`config.mk`:
```
export PLATFORM = sky130hd
export DESIGN_NAME = vn_core
export DESIGN_NICKNAME = d
export VERILOG_FILES = /design/src/rtl/vn_pkg.sv /design/src/rtl/vn_alu.sv /design/src/rtl/vn_regfile.sv /design/src/rtl/vn_ctrl.sv /design/src/rtl/vn_core.sv
export SDC_FILE = /design/constraint.sdc
export NUM_CORES = 1
export LEC_CHECK = 0
export ABC_CLOCK_PERIOD_IN_PS = 6500
export BUFFER_PORTS_ARGS = -buffer_cell sky130_fd_sc_hd__buf_2
export CAP_MARGIN = 40
export CORE_MARGIN = 4
export CORE_UTILIZATION = 48
export DETAILED_ROUTE_END_ITERATION = 8
export MAX_ROUTING_LAYER = met4
export PLACE_DENSITY = 0.69
export SYNTH_ARGS = -nofsm -noshare
export SYNTH_HDL_FRONTEND = slang
export SYNTH_SLANG_ARGS = --single-unit
```
`constraint.sdc`:
```
create_clock -name clk -period 6.5 [get_ports clk]
set_clock_uncertainty 0.1 [all_clocks]
set_input_delay 0.975 -clock clk [delete_from_list [all_inputs] [get_ports clk]]
set_output_delay 0.975 -clock clk [all_outputs]
set_load 0.02 [all_outputs]
```
`src/rtl/vn_pkg.sv`:
```
package vn_pkg;
  localparam logic [3:0] OPC_ADD = 4'b0001;
  localparam logic [3:0] OPC_AND = 4'b0101;
  localparam logic [3:0] OPC_NOT = 4'b1001;
  localparam logic [3:0] OPC_LDR = 4'b0110;
  localparam logic [3:0] OPC_JMP = 4'b1100;

  typedef enum logic [3:0] {
    PH_F_REQ, PH_F_RSP, PH_DEC, PH_EA, PH_OP_REQ,
    PH_OP_RSP, PH_OP_REG, PH_EX, PH_ST
  } phase_e;

  typedef enum logic [1:0] {ALU_ADD, ALU_AND, ALU_NOT, ALU_PASS} alu_op_e;

  function automatic logic op_writes_reg(input logic [3:0] opc);
    return (opc == OPC_ADD) || (opc == OPC_AND) ||
           (opc == OPC_NOT) || (opc == OPC_LDR);
  endfunction
endpackage

```
`src/rtl/vn_alu.sv`:
```
module vn_alu
  import vn_pkg::*;
#(
  parameter int DW = 16
) (
  input  logic [DW-1:0] a,
  input  logic [DW-1:0] b,
  input  alu_op_e       op,
  output logic [DW-1:0] y
);
  always_comb begin
    case (op)
      ALU_ADD: y = a + b;
      ALU_AND: y = a & b;
      ALU_NOT: y = ~a;
      default: y = a;
    endcase
  end
endmodule

```
`src/rtl/vn_regfile.sv`:
```
module vn_regfile #(
  parameter int DW   = 16,
  parameter int NREG = 8,
  localparam int AW  = $clog2(NREG)
) (
  input  logic          clk,
  input  logic          rst_n,
  input  logic          we,
  input  logic [AW-1:0] waddr,
  input  logic [DW-1:0] wdata,
  input  logic [AW-1:0] raddr1,
  input  logic [AW-1:0] raddr2,
  output logic [DW-1:0] rdata1,
  output logic [DW-1:0] rdata2
);
  logic [DW-1:0] regs [NREG];

  for (genvar g = 0; g < NREG; g++) begin : g_reg
    always_ff @(posedge clk) begin
      if (!rst_n)                          regs[g] <= '0;
      else if (we && (waddr == AW'(g)))    regs[g] <= wdata;
    end
  end

  assign rdata1 = regs[raddr1];
  assign rdata2 = regs[raddr2];
endmodule

```
`src/rtl/vn_ctrl.sv`:
```
module vn_ctrl
  import vn_pkg::*;
(
  input  logic       clk,
  input  logic       rst_n,
  input  logic       run_en,
  input  logic [3:0] opc,
  input  logic       mem_req_ready,
  input  logic       mem_rsp_valid,
  output phase_e     phase,
  output logic       mem_req_valid,
  output logic       mem_rsp_ready,
  output logic       ld_ir,
  output logic       ld_ea,
  output logic       ld_mdr,
  output logic       ld_ops,
  output logic       ld_temp,
  output logic       ld_jmp,
  output logic       rf_we,
  output logic       go_fetch,
  output logic       sel_mdr,
  output alu_op_e    alu_op
);
  phase_e nxt;

  always_comb begin
    nxt           = phase;
    mem_req_valid = 1'b0;
    mem_rsp_ready = 1'b0;
    ld_ir = 1'b0; ld_ea = 1'b0; ld_mdr = 1'b0; ld_ops = 1'b0;
    ld_temp = 1'b0; ld_jmp = 1'b0; rf_we = 1'b0;
    case (phase)
      PH_F_REQ: begin
        mem_req_valid = run_en;
        if (mem_req_ready) nxt = PH_F_RSP;
      end
      PH_F_RSP: begin
        mem_rsp_ready = run_en;
        ld_ir         = run_en && mem_rsp_valid;
        if (mem_rsp_valid) nxt = PH_DEC;
      end
      PH_DEC: begin
        case (opc)
          OPC_ADD, OPC_AND, OPC_NOT, OPC_JMP: nxt = PH_OP_REG;
          OPC_LDR:                            nxt = PH_EA;
          default:                            nxt = PH_F_REQ;
        endcase
      end
      PH_EA: begin
        ld_ea = run_en;
        nxt   = PH_OP_REQ;
      end
      PH_OP_REQ: begin
        mem_req_valid = run_en;
        if (mem_req_ready) nxt = PH_OP_RSP;
      end
      PH_OP_RSP: begin
        mem_rsp_ready = run_en;
        ld_mdr        = run_en && mem_rsp_valid;
        if (mem_rsp_valid) nxt = PH_ST;
      end
      PH_OP_REG: begin
        ld_ops = run_en;
        nxt    = PH_EX;
      end
      PH_EX: begin
        if (opc == OPC_JMP) begin
          ld_jmp = run_en;
          nxt    = PH_F_REQ;
        end else begin
          ld_temp = run_en;
          nxt     = PH_ST;
        end
      end
      PH_ST: begin
        rf_we = run_en;
        nxt   = PH_F_REQ;
      end
      default: nxt = PH_F_REQ;
    endcase
  end

  assign go_fetch = run_en && (nxt == PH_F_REQ) && (phase != PH_F_REQ);
  assign sel_mdr  = (opc == OPC_LDR);

  always_comb begin
    case (opc)
      OPC_AND: alu_op = ALU_AND;
      OPC_NOT: alu_op = ALU_NOT;
      OPC_ADD: alu_op = ALU_ADD;
      default: alu_op = ALU_PASS;
    endcase
  end

  always_ff @(posedge clk) begin
    if (!rst_n)      phase <= PH_F_REQ;
    else if (run_en) phase <= nxt;
  end

  AST_ONE_OUTSTANDING: assert property (@(posedge clk) disable iff (!rst_n)
    (mem_req_valid && mem_req_ready) |=> !mem_req_valid);
endmodule

```
`src/rtl/vn_core.sv`:
```
module vn_core
  import vn_pkg::*;
#(
  parameter int DW   = 16,
  parameter int NREG = 8,
  parameter int OFSW = 6,
  localparam int AW  = $clog2(NREG)
) (
  input  logic          clk,
  input  logic          rst_n,
  input  logic          run_en,
  output logic          mem_req_valid,
  input  logic          mem_req_ready,
  output logic [DW-1:0] mem_addr,
  input  logic          mem_rsp_valid,
  output logic          mem_rsp_ready,
  input  logic [DW-1:0] mem_rsp_data,
  output logic [DW-1:0] pc_o,
  output logic          rf_we_o,
  output logic [AW-1:0] rf_waddr_o,
  output logic [DW-1:0] rf_wdata_o
);
  logic [DW-1:0] pc_q, ir_q, mar_q, mdr_q, opa_q, opb_q, temp_q;
  logic [DW-1:0] rd1, rd2, alu_y, ea, pc_next;
  phase_e  phase;
  alu_op_e alu_op;
  logic ld_ir, ld_ea, ld_mdr, ld_ops, ld_temp, ld_jmp, rf_we, go_fetch, sel_mdr;

  vn_ctrl u_ctrl (
    .clk, .rst_n, .run_en,
    .opc(ir_q[15:12]),
    .mem_req_ready, .mem_rsp_valid,
    .phase, .mem_req_valid, .mem_rsp_ready,
    .ld_ir, .ld_ea, .ld_mdr, .ld_ops, .ld_temp, .ld_jmp,
    .rf_we, .go_fetch, .sel_mdr, .alu_op
  );

  vn_regfile #(.DW(DW), .NREG(NREG)) u_rf (
    .clk, .rst_n,
    .we(rf_we), .waddr(ir_q[11:9]), .wdata(rf_wdata_o),
    .raddr1(ir_q[8:6]), .raddr2(ir_q[2:0]),
    .rdata1(rd1), .rdata2(rd2)
  );

  vn_alu #(.DW(DW)) u_alu (.a(opa_q), .b(opb_q), .op(alu_op), .y(alu_y));

  assign ea      = rd1 + {{(DW-OFSW){ir_q[OFSW-1]}}, ir_q[OFSW-1:0]};
  assign pc_next = ld_jmp ? opa_q : pc_q;

  always_ff @(posedge clk) begin
    if (!rst_n) begin
      pc_q <= '0; ir_q <= '0; mar_q <= '0; mdr_q <= '0;
      opa_q <= '0; opb_q <= '0; temp_q <= '0;
    end else begin
      if (ld_ir) begin
        ir_q <= mem_rsp_data;
        pc_q <= pc_q + 1'b1;
      end
      if (ld_jmp)   pc_q  <= opa_q;
      if (go_fetch) mar_q <= pc_next;
      if (ld_ea)    mar_q <= ea;
      if (ld_mdr)   mdr_q <= mem_rsp_data;
      if (ld_ops) begin
        opa_q <= rd1;
        opb_q <= rd2;
      end
      if (ld_temp)  temp_q <= alu_y;
    end
  end

  assign mem_addr   = mar_q;
  assign pc_o       = pc_q;
  assign rf_we_o    = rf_we;
  assign rf_waddr_o = ir_q[11:9];
  assign rf_wdata_o = sel_mdr ? mdr_q : temp_q;

  AST_PC_HELD_IN_RESET: assert property (@(posedge clk)
    !rst_n |=> (pc_q == '0));
  AST_FETCH_STEPS_PC: assert property (@(posedge clk) disable iff (!rst_n)
    ld_ir |=> (pc_q == $past(pc_q) + 1'b1));
  AST_WRITE_KNOWN_OP: assert property (@(posedge clk) disable iff (!rst_n)
    rf_we |-> op_writes_reg(ir_q[15:12]));
  AST_FROZEN_PC: assert property (@(posedge clk) disable iff (!rst_n)
    !run_en |=> $stable(pc_q));
  AST_FROZEN_PHASE: assert property (@(posedge clk) disable iff (!rst_n)
    !run_en |=> $stable(phase));
  AST_WRITE_AFTER_EXEC: assert property (@(posedge clk) disable iff (!rst_n)
    rf_we |-> ($past(phase) == PH_EX || $past(phase) == PH_OP_RSP ||
               $past(phase) == PH_ST));
  AST_ADDR_HELD: assert property (@(posedge clk) disable iff (!rst_n)
    (mem_req_valid && !mem_req_ready) |=> $stable(mem_addr));
endmodule

```
==> results.md, run 1 <==
- #FFs+latches synth: 247
- Die W: 176 um
- Layout Nets: 1,476
- Synth-to-layout area growth: 13.3%
- Core area: 27,900 um^2
- Crit-path max FO: 22
- Placed cell count: 1,771
- Delay-heaviest family, CP: compound AO/OA/AOI/OAI gates
- First-pass GRT wire length: 63,000 um
- Vias in the first global route: between 10,000 and 15,000
- Fraction of layout cells with a size suffix above 1: 17.8%
- HP Class: register to register
- CTS Buffer Depth: 3
- Pre-antenna DRT Iters: 8
- Antenna Nets Post-Route: 0
- WHS: 0.357 ns
- Finished Cell Area: 15,400 um^2
- Flop-to-flop setup slack: 2.41 ns
- Grt total ovfl: 0
- Crit share post-route: 62.9%
- Hold path startpoint: mdr_q[6]
- Final setup viols: 0
- Instance count of the mapped netlist: about 1,400
- Syn_area_per_cell: ~9.9 um^2
- CTS resizes: 0
- Via Count: 11,208
- Syn Std Cell Area: 13,600 um^2
- GP Congestion: 0.947
- Count of different cell masters after synthesis: 74
- Synth warn: 0
- CP Buf/Inv Count: 2
- TritonCTS Buffers: 26
- Routed Wire Length: around 42,000 um
- CTS Sinks: between 200 and 250
- Ant. Diodes: 0
- Non-filler cells, final: 1,819
- Largest net degree at the start of global routing: 66
- Drt wl/cell: 23.1 um
- Row cnt: 61
- CP max stage delay: 0.87 ns
- Register area share after synthesis: 45.7%
- Die extent in y: 176 um
- Worst setup path category: register to register
- Max_cap viols: 0
- Ys async rst share: 0%
- Post-Syn Nets: 1,431
- Slew HR: about a third
- Worst slew pin tran: approximately 0.97 ns
- Post-DR vias/cell: 6.16
- Slowest cell on the critical path: dfxtp_2
- PD cells: 228 nW/um^2
- Endpoint type of the worst setup path: register
- Final Hold Viols: 0
- Hold buffers post-CTS: 0
- Initial antenna violation count: 0
- Unrepaired setup endpoints after global routing: no
- Number of post-CTS setup repair buffers: 0
- Outcome: complete, no violations
- Clock Latency Late Sink: 0.54 ns
- Crit start category: register
- All-Layer GR Usage: 27.0%
- Total I/O pin count: 75
- Slew Limit Fails: 0
- PortBufs: 74
- CTS tree: yes
- Crit path arrival time: 4.42 ns
- CTS clk-pin slew, worst paths: 0.06 ns
- Area after DPL: 14,500 um^2
- Fin crit period: between 4 and 5 ns
- H-tree level count: 1
- Maximum VDD drop: 0.175 mV
- Top_reg_cell synth: edfxtp_1
- Die footprint: 31,100 um^2
- Remaining DRCs: 0
- Post-synth EDFFs: 128
- Initial detailed-routing violation count: 1,300
- Filler instances: about 2,500
- Critical path cell sequence: buf_4, mux4_2, mux2i_1, inv_1, ha_1, a211oi_1, nor2_1, o211ai_1, a32oi_1, xnor2_1, a2111oi_2
- Worst Path Required: just under 7 ns
- HPWL after detailed placement: 28,600 um
- Fmax: 0.245 GHz
- Setup TNS: 0 ns
- Initial Util: 48.9%
- CTS root buffer: clkbuf_16
- Leak: ~5.6 nW
-- layout make-up --
class / instances / area (um^2) / area share, %
tap: 378 / 473 / 3.07
clock inverter: 18 / 239 / 1.55
clock buffer: 30 / 697 / 4.52
timing repair buffer: 117 / 777 / 5.04
sequential: 247 / 6230 / 40.4
multi-input combinational: 990 / 6860 / 44.5
inverter: 39 / 148 / 0.958
-- tightest hold or removal path, cell delays in order, from the launching register on --
cell,delay (ns)
dfxtp_1,0.31
nand2_1,0.05
a21oi_1,0.05
-- per-layer routing --
metal  global-route usage (%)  wire [um]  vias to the layer above
met4                     7.80       1240                        0
met1                     35.0      16800                     5447
met5                        -          0                        -
li1                         -          -                     5165
met2                     43.4      20100                      512
met3                     5.59       3910                       84
-- cell usage in the layout (no fill, tap or decap), drive strengths merged, types with 16 or more instances in the layout --
master and instances:
nand4 23, inv 38, nand3 33, nand2 173, nor2 217, mux4 64, o21ai 55, nor3 25
mux2 18, a311oi 17, ha 32, mux2i 34, a21oi 84, a31oi 17, buf 117, edfxtp 128
xnor2 16, clkbuf 30, dfxtp 119
-- sequential cells by signal (all words and copies together), names as in the netlist, named ones only --
name and flops:
opb_q 16, u_ctrl.phase 4, mem_addr 16, ir_q 16, opa_q 16, pc_o 16, u_rf.regs 128, mdr_q 16
temp_q 16
-- Yosys cell counts (32+ instances only) --
cell	n	share of area (%)
nand3_1	33	1.2
a21oi_1	84	3.1
mux2i_1	34	2.5
nor2_1	217	6.0
ha_1	32	2.9
o21ai_0	55	2.0
dfxtp_1	119	18
nand2_1	173	4.8
edfxtp_1	128	28
mux4_2	64	11
clkbuf_1	81	2.2
inv_1	38	1.0
-- cell families after synthesis --
| family | count (synthesis) | synth area share, % |
|---|---|---|
| flops | 247 | 45.7 |
| fa+ha+maj | 34 | 3.24 |
| buf+inv | 139 | 4.03 |
| simple gates | 537 | 17.4 |
| compound gates | 281 | 13.5 |
| xor+xnor | 22 | 1.42 |
| mux | 116 | 14.6 |
-- power breakdown --
group	total (W)	switching (W)	internal, W
Combinational	0.000196	0.000121	0.0000749
Clock	0.00163	0.000624	0.00100
Sequential	0.00169	0.0000227	0.00167
-- final timing paths --
path,to,cells after the start
hold reg to reg,mdr_q[6],2
hold / removal,mdr_q[6],2
setup reg to reg,mem_addr[15],11
setup / recovery,mem_addr[15],11
-- per-stage QoR --
step	power, W	setup slack, ns	util, %
global placement	0.00191	2.47	51.2
CTS	0.00353	2.39	55.3
floorplan	0.00184	2.71	-
global route	0.00362	2.09	55.3
detailed placement	0.00191	2.43	52.0
finish	0.00351	2.41	55.3
Power figures use the tool's default switching activity.
==> run 2, diff against run 1 <==
ABC_CLOCK_PERIOD_IN_PS = 3300   (was 6500)
PLACE_DENSITY = 0.72   (was 0.69)
clock period = 3.3 ns   (was 6.5 ns; I/O delays follow)
==> run 2 against run 1 <==
Against the previous run: first-iteration DRC count shrank 12%; clock power rose by 86%; sequential cell count unchanged; highest routed layer unchanged.
==> results.md, run 2 (synthesis results as in run 1) <==
- Outcome: complete, no violations
- Initial Util: 48.9% (unchanged)
- Crit share post-route: 97.9% (+35 points)
- Clk network pwr share: 44.7% (-1.6 points)
- Clock Latency Late Sink: 0.55 ns (about the same)
- GP Congestion: 0.971 (+2.5%)
- Hold depth: 3 (+1)
- CTS root buffer: clkbuf_16
- Routed Wire Length: 42,100 um (+0.20%)
- Grt total ovfl: 0 (unchanged)
- Top reg by flops: u_rf.regs
- Via Count: 11,576 (+3.3%)
- Largest net degree at the start of global routing: 72 (+9.1%)
- Antenna Nets Post-Route: 0 (unchanged)
- Hold buffers post-CTS: 0 (unchanged)
- Crit start category: register
- Die footprint: 31,100 um^2 (unchanged)
- Sw Ratio: 23.0% (+1.2 points)
- Setup ws final: 0.0677 ns (-2.35 ns)
- First-pass GRT wire length: 64,300 um (+2.1%)
- HP Class: primary input to register
- Endpoint type of the worst setup path: register
- Pre-antenna DRT Iters: 5 (-3)
- Worst setup path category: register to register
- Vias in the first global route: 11,188 (+7.0%)
- Die extent in y: 176 um (unchanged)
- Post-DR vias/cell: 6.18 (+0.31%)
- Unrepaired setup endpoints after global routing: yes
- Max reg flops: 128 (unchanged)
- Crit path arrival time: 3.54 ns (-0.88 ns)
- Ant. Diodes: 0 (unchanged)
- Filler instances: 2,415 (-1.7%)
- Row cnt: 61 (unchanged)
- CTS Sinks: 247 (unchanged)
- Worst Reg-to-Reg Cells: 13 (+2)
- Int Pwr: 0.00521 W (+90%)
- HPWL after detailed placement: 30,500 um (+6.7%)
- Register area: 6230 um^2 (about the same)
- Worst Path Required: 3.61 ns (-3.23 ns)
- Remaining DRCs: 0 (unchanged)
- Multi-input gate area: 6980 um^2 (+1.8%)
- Final setup viols: 0 (unchanged)
- Worst slew pin tran: 0.842 ns (-0.131 ns)
- Reg2reg end: mem_addr[8]
- Leak: 5.80 nW (+3.3%)
- Register share of total power: 49.2% (+1.1 points)
- Core Util, Final: 57.0% (+1.6 points)
- Fraction of layout cells with a size suffix above 1: 21.7% (+3.9 points)
- Worst setup path end: mem_addr[8]
- Max_cap viols: 0 (unchanged)
- H-tree level count: 1 (unchanged)
- CTS tree: yes
- Comb power frac: 6.0% (+0.4 points)
- CTS clk-pin slew, worst paths: 0.07 ns (about the same)
- Fmax: 0.309 GHz (+26%)
- Initial detailed-routing violation count: 1,148 (-12%)
- Flop-to-flop setup slack: 0.07 ns (-2.35 ns)
- Total I/O pin count: 75 (unchanged)
- TritonCTS Buffers: 27 (+3.8%)
- Final Hold Viols: 0 (unchanged)
- Most frequent cells in the layout: nor2_1, nand2_1, edfxtp_1, dfxtp_1, buf_4
- Slew HR: 43.9% (+11 points)
- Fin crit period: 3.23 ns (-0.853 ns)
- Synth-to-layout area growth: 16.6%
- Core area: 27,900 um^2 (unchanged)
- Layout Nets: 1,529 (+3.6%)
- Slew Limit Fails: 0 (unchanged)
- Switching power total: 0.00156 W (+100%)
- Maximum VDD drop: 0.311 mV (+78%)
- PD cells: 426 nW/um^2 (+87%)
- Pre-CTS WS: 0.0552 ns (-2.38 ns)
- Drt wl/cell: 22.5 um (-2.7%)
- PortBufs: 74 (unchanged)
- Crit-path max FO: 5 (-77%)
- CTS Buffer Depth: 3 (unchanged)
- Most common cell after layout, fill and taps aside: nor2_1
- Die W: 176 um (unchanged)
- All-Layer GR Usage: 27.1% (+0.15 points)
- Initial antenna violation count: 0 (unchanged)
==> run 2: cell types whose count changed in the layout (fill, tap and decap cells not counted), moves of 4 or more <==
| cell | before | now |
|---|---|---|
| clkinvlp_4 | 0 | 5 |
| clkbuf_1 | 2 | 8 |
| buf_12 | 0 | 5 |
| ha_4 | 0 | 5 |
| o21ai_0 | 49 | 44 |
| buf_4 | 33 | 89 |
| buf_8 | 8 | 0 |
| o21ai_1 | 6 | 10 |
| clkinv_2 | 7 | 2 |
| mux2i_1 | 34 | 30 |
| ha_1 | 32 | 26 |
==> run 2: critical path, cell delays in order (launching register included) <==
cell	delay [ns]
dfxtp_4	0.42
buf_12	0.14
mux4_2	0.51
mux2_4	0.30
ha_2	0.20
inv_2	0.06
fa_2	0.23
nor2b_4	0.05
o31a_1	0.37
o211ai_1	0.24
buf_4	0.15
a21o_1	0.10
a211o_1	0.11
o311ai_1	0.10
==> run 2: layout make-up <==
| cell class | instances | share of cell area, % |
|---|---|---|
| inverter | 39 | 0.923 |
| multi-input combinational | 990 | 44.0 |
| timing repair buffer | 169 | 7.33 |
| clock inverter | 15 | 1.07 |
| tap | 378 | 2.98 |
| clock buffer | 35 | 4.45 |
| sequential | 247 | 39.3 |
==> run 2: timing repair <==
item / in CTS / in global routing
cloned: 0 / 1
setup endpoints to repair: 1 / 10
pin swaps: 0 / 6
resized for setup: 1 / 29
buffers inserted: 0 / 3
==> run 2: how the worst min path moves through the flow <==
stage,start,endpoint
6_report,mem_rsp_data[0],ir_q[0]
5_1_grt,mem_rsp_data[0],mdr_q[0]
4_1_cts,mem_rsp_data[0],ir_q[0]
3_5_place_dp,mdr_q[10],mdr_q[10]
3_3_place_gp,mdr_q[14],mdr_q[14]
2_1_floorplan,ir_q[6],register
==> run 2: power groups by stage <==
| stage | registers, W | logic, W | clock network (W) |
|---|---|---|---|
| finish | 0.00333 | 0.000408 | 0.00303 |
| global route | 0.00334 | 0.000436 | 0.00319 |
| CTS | 0.00333 | 0.000392 | 0.00306 |
| detailed placement | 0.00340 | 0.000389 | 0 |
| global placement | 0.00339 | 0.000383 | 0 |
| floorplan | 0.00337 | 0.000254 | 0 |
==> run 2: metrics by stage <==
stage,std cells,power [W],TNS (ns),hold slack [ns],area [um^2]
after floorplan,1376,0.00363,-0.239,0.336,13600
after global placement,1819,0.00377,0,0.343,14800
after detailed placement,1819,0.00378,0,0.350,14800
after CTS,1869,0.00678,0,0.0745,15700
after global routing,1873,0.00696,-0.0489,0.0951,15900
final,1873,0.00677,0,0.0860,15900
==> run 2: metal layers <==
| metal | track usage (%) | routed length, um | vias up |
|---|---|---|---|
| li1 | - | - | 5274 |
| met1 | 34.5 | 17000 | 5647 |
| met2 | 43.4 | 19700 | 562 |
| met3 | 5.57 | 3790 | 93 |
| met4 | 9.86 | 1600 | 0 |
| met5 | - | 0 | - |
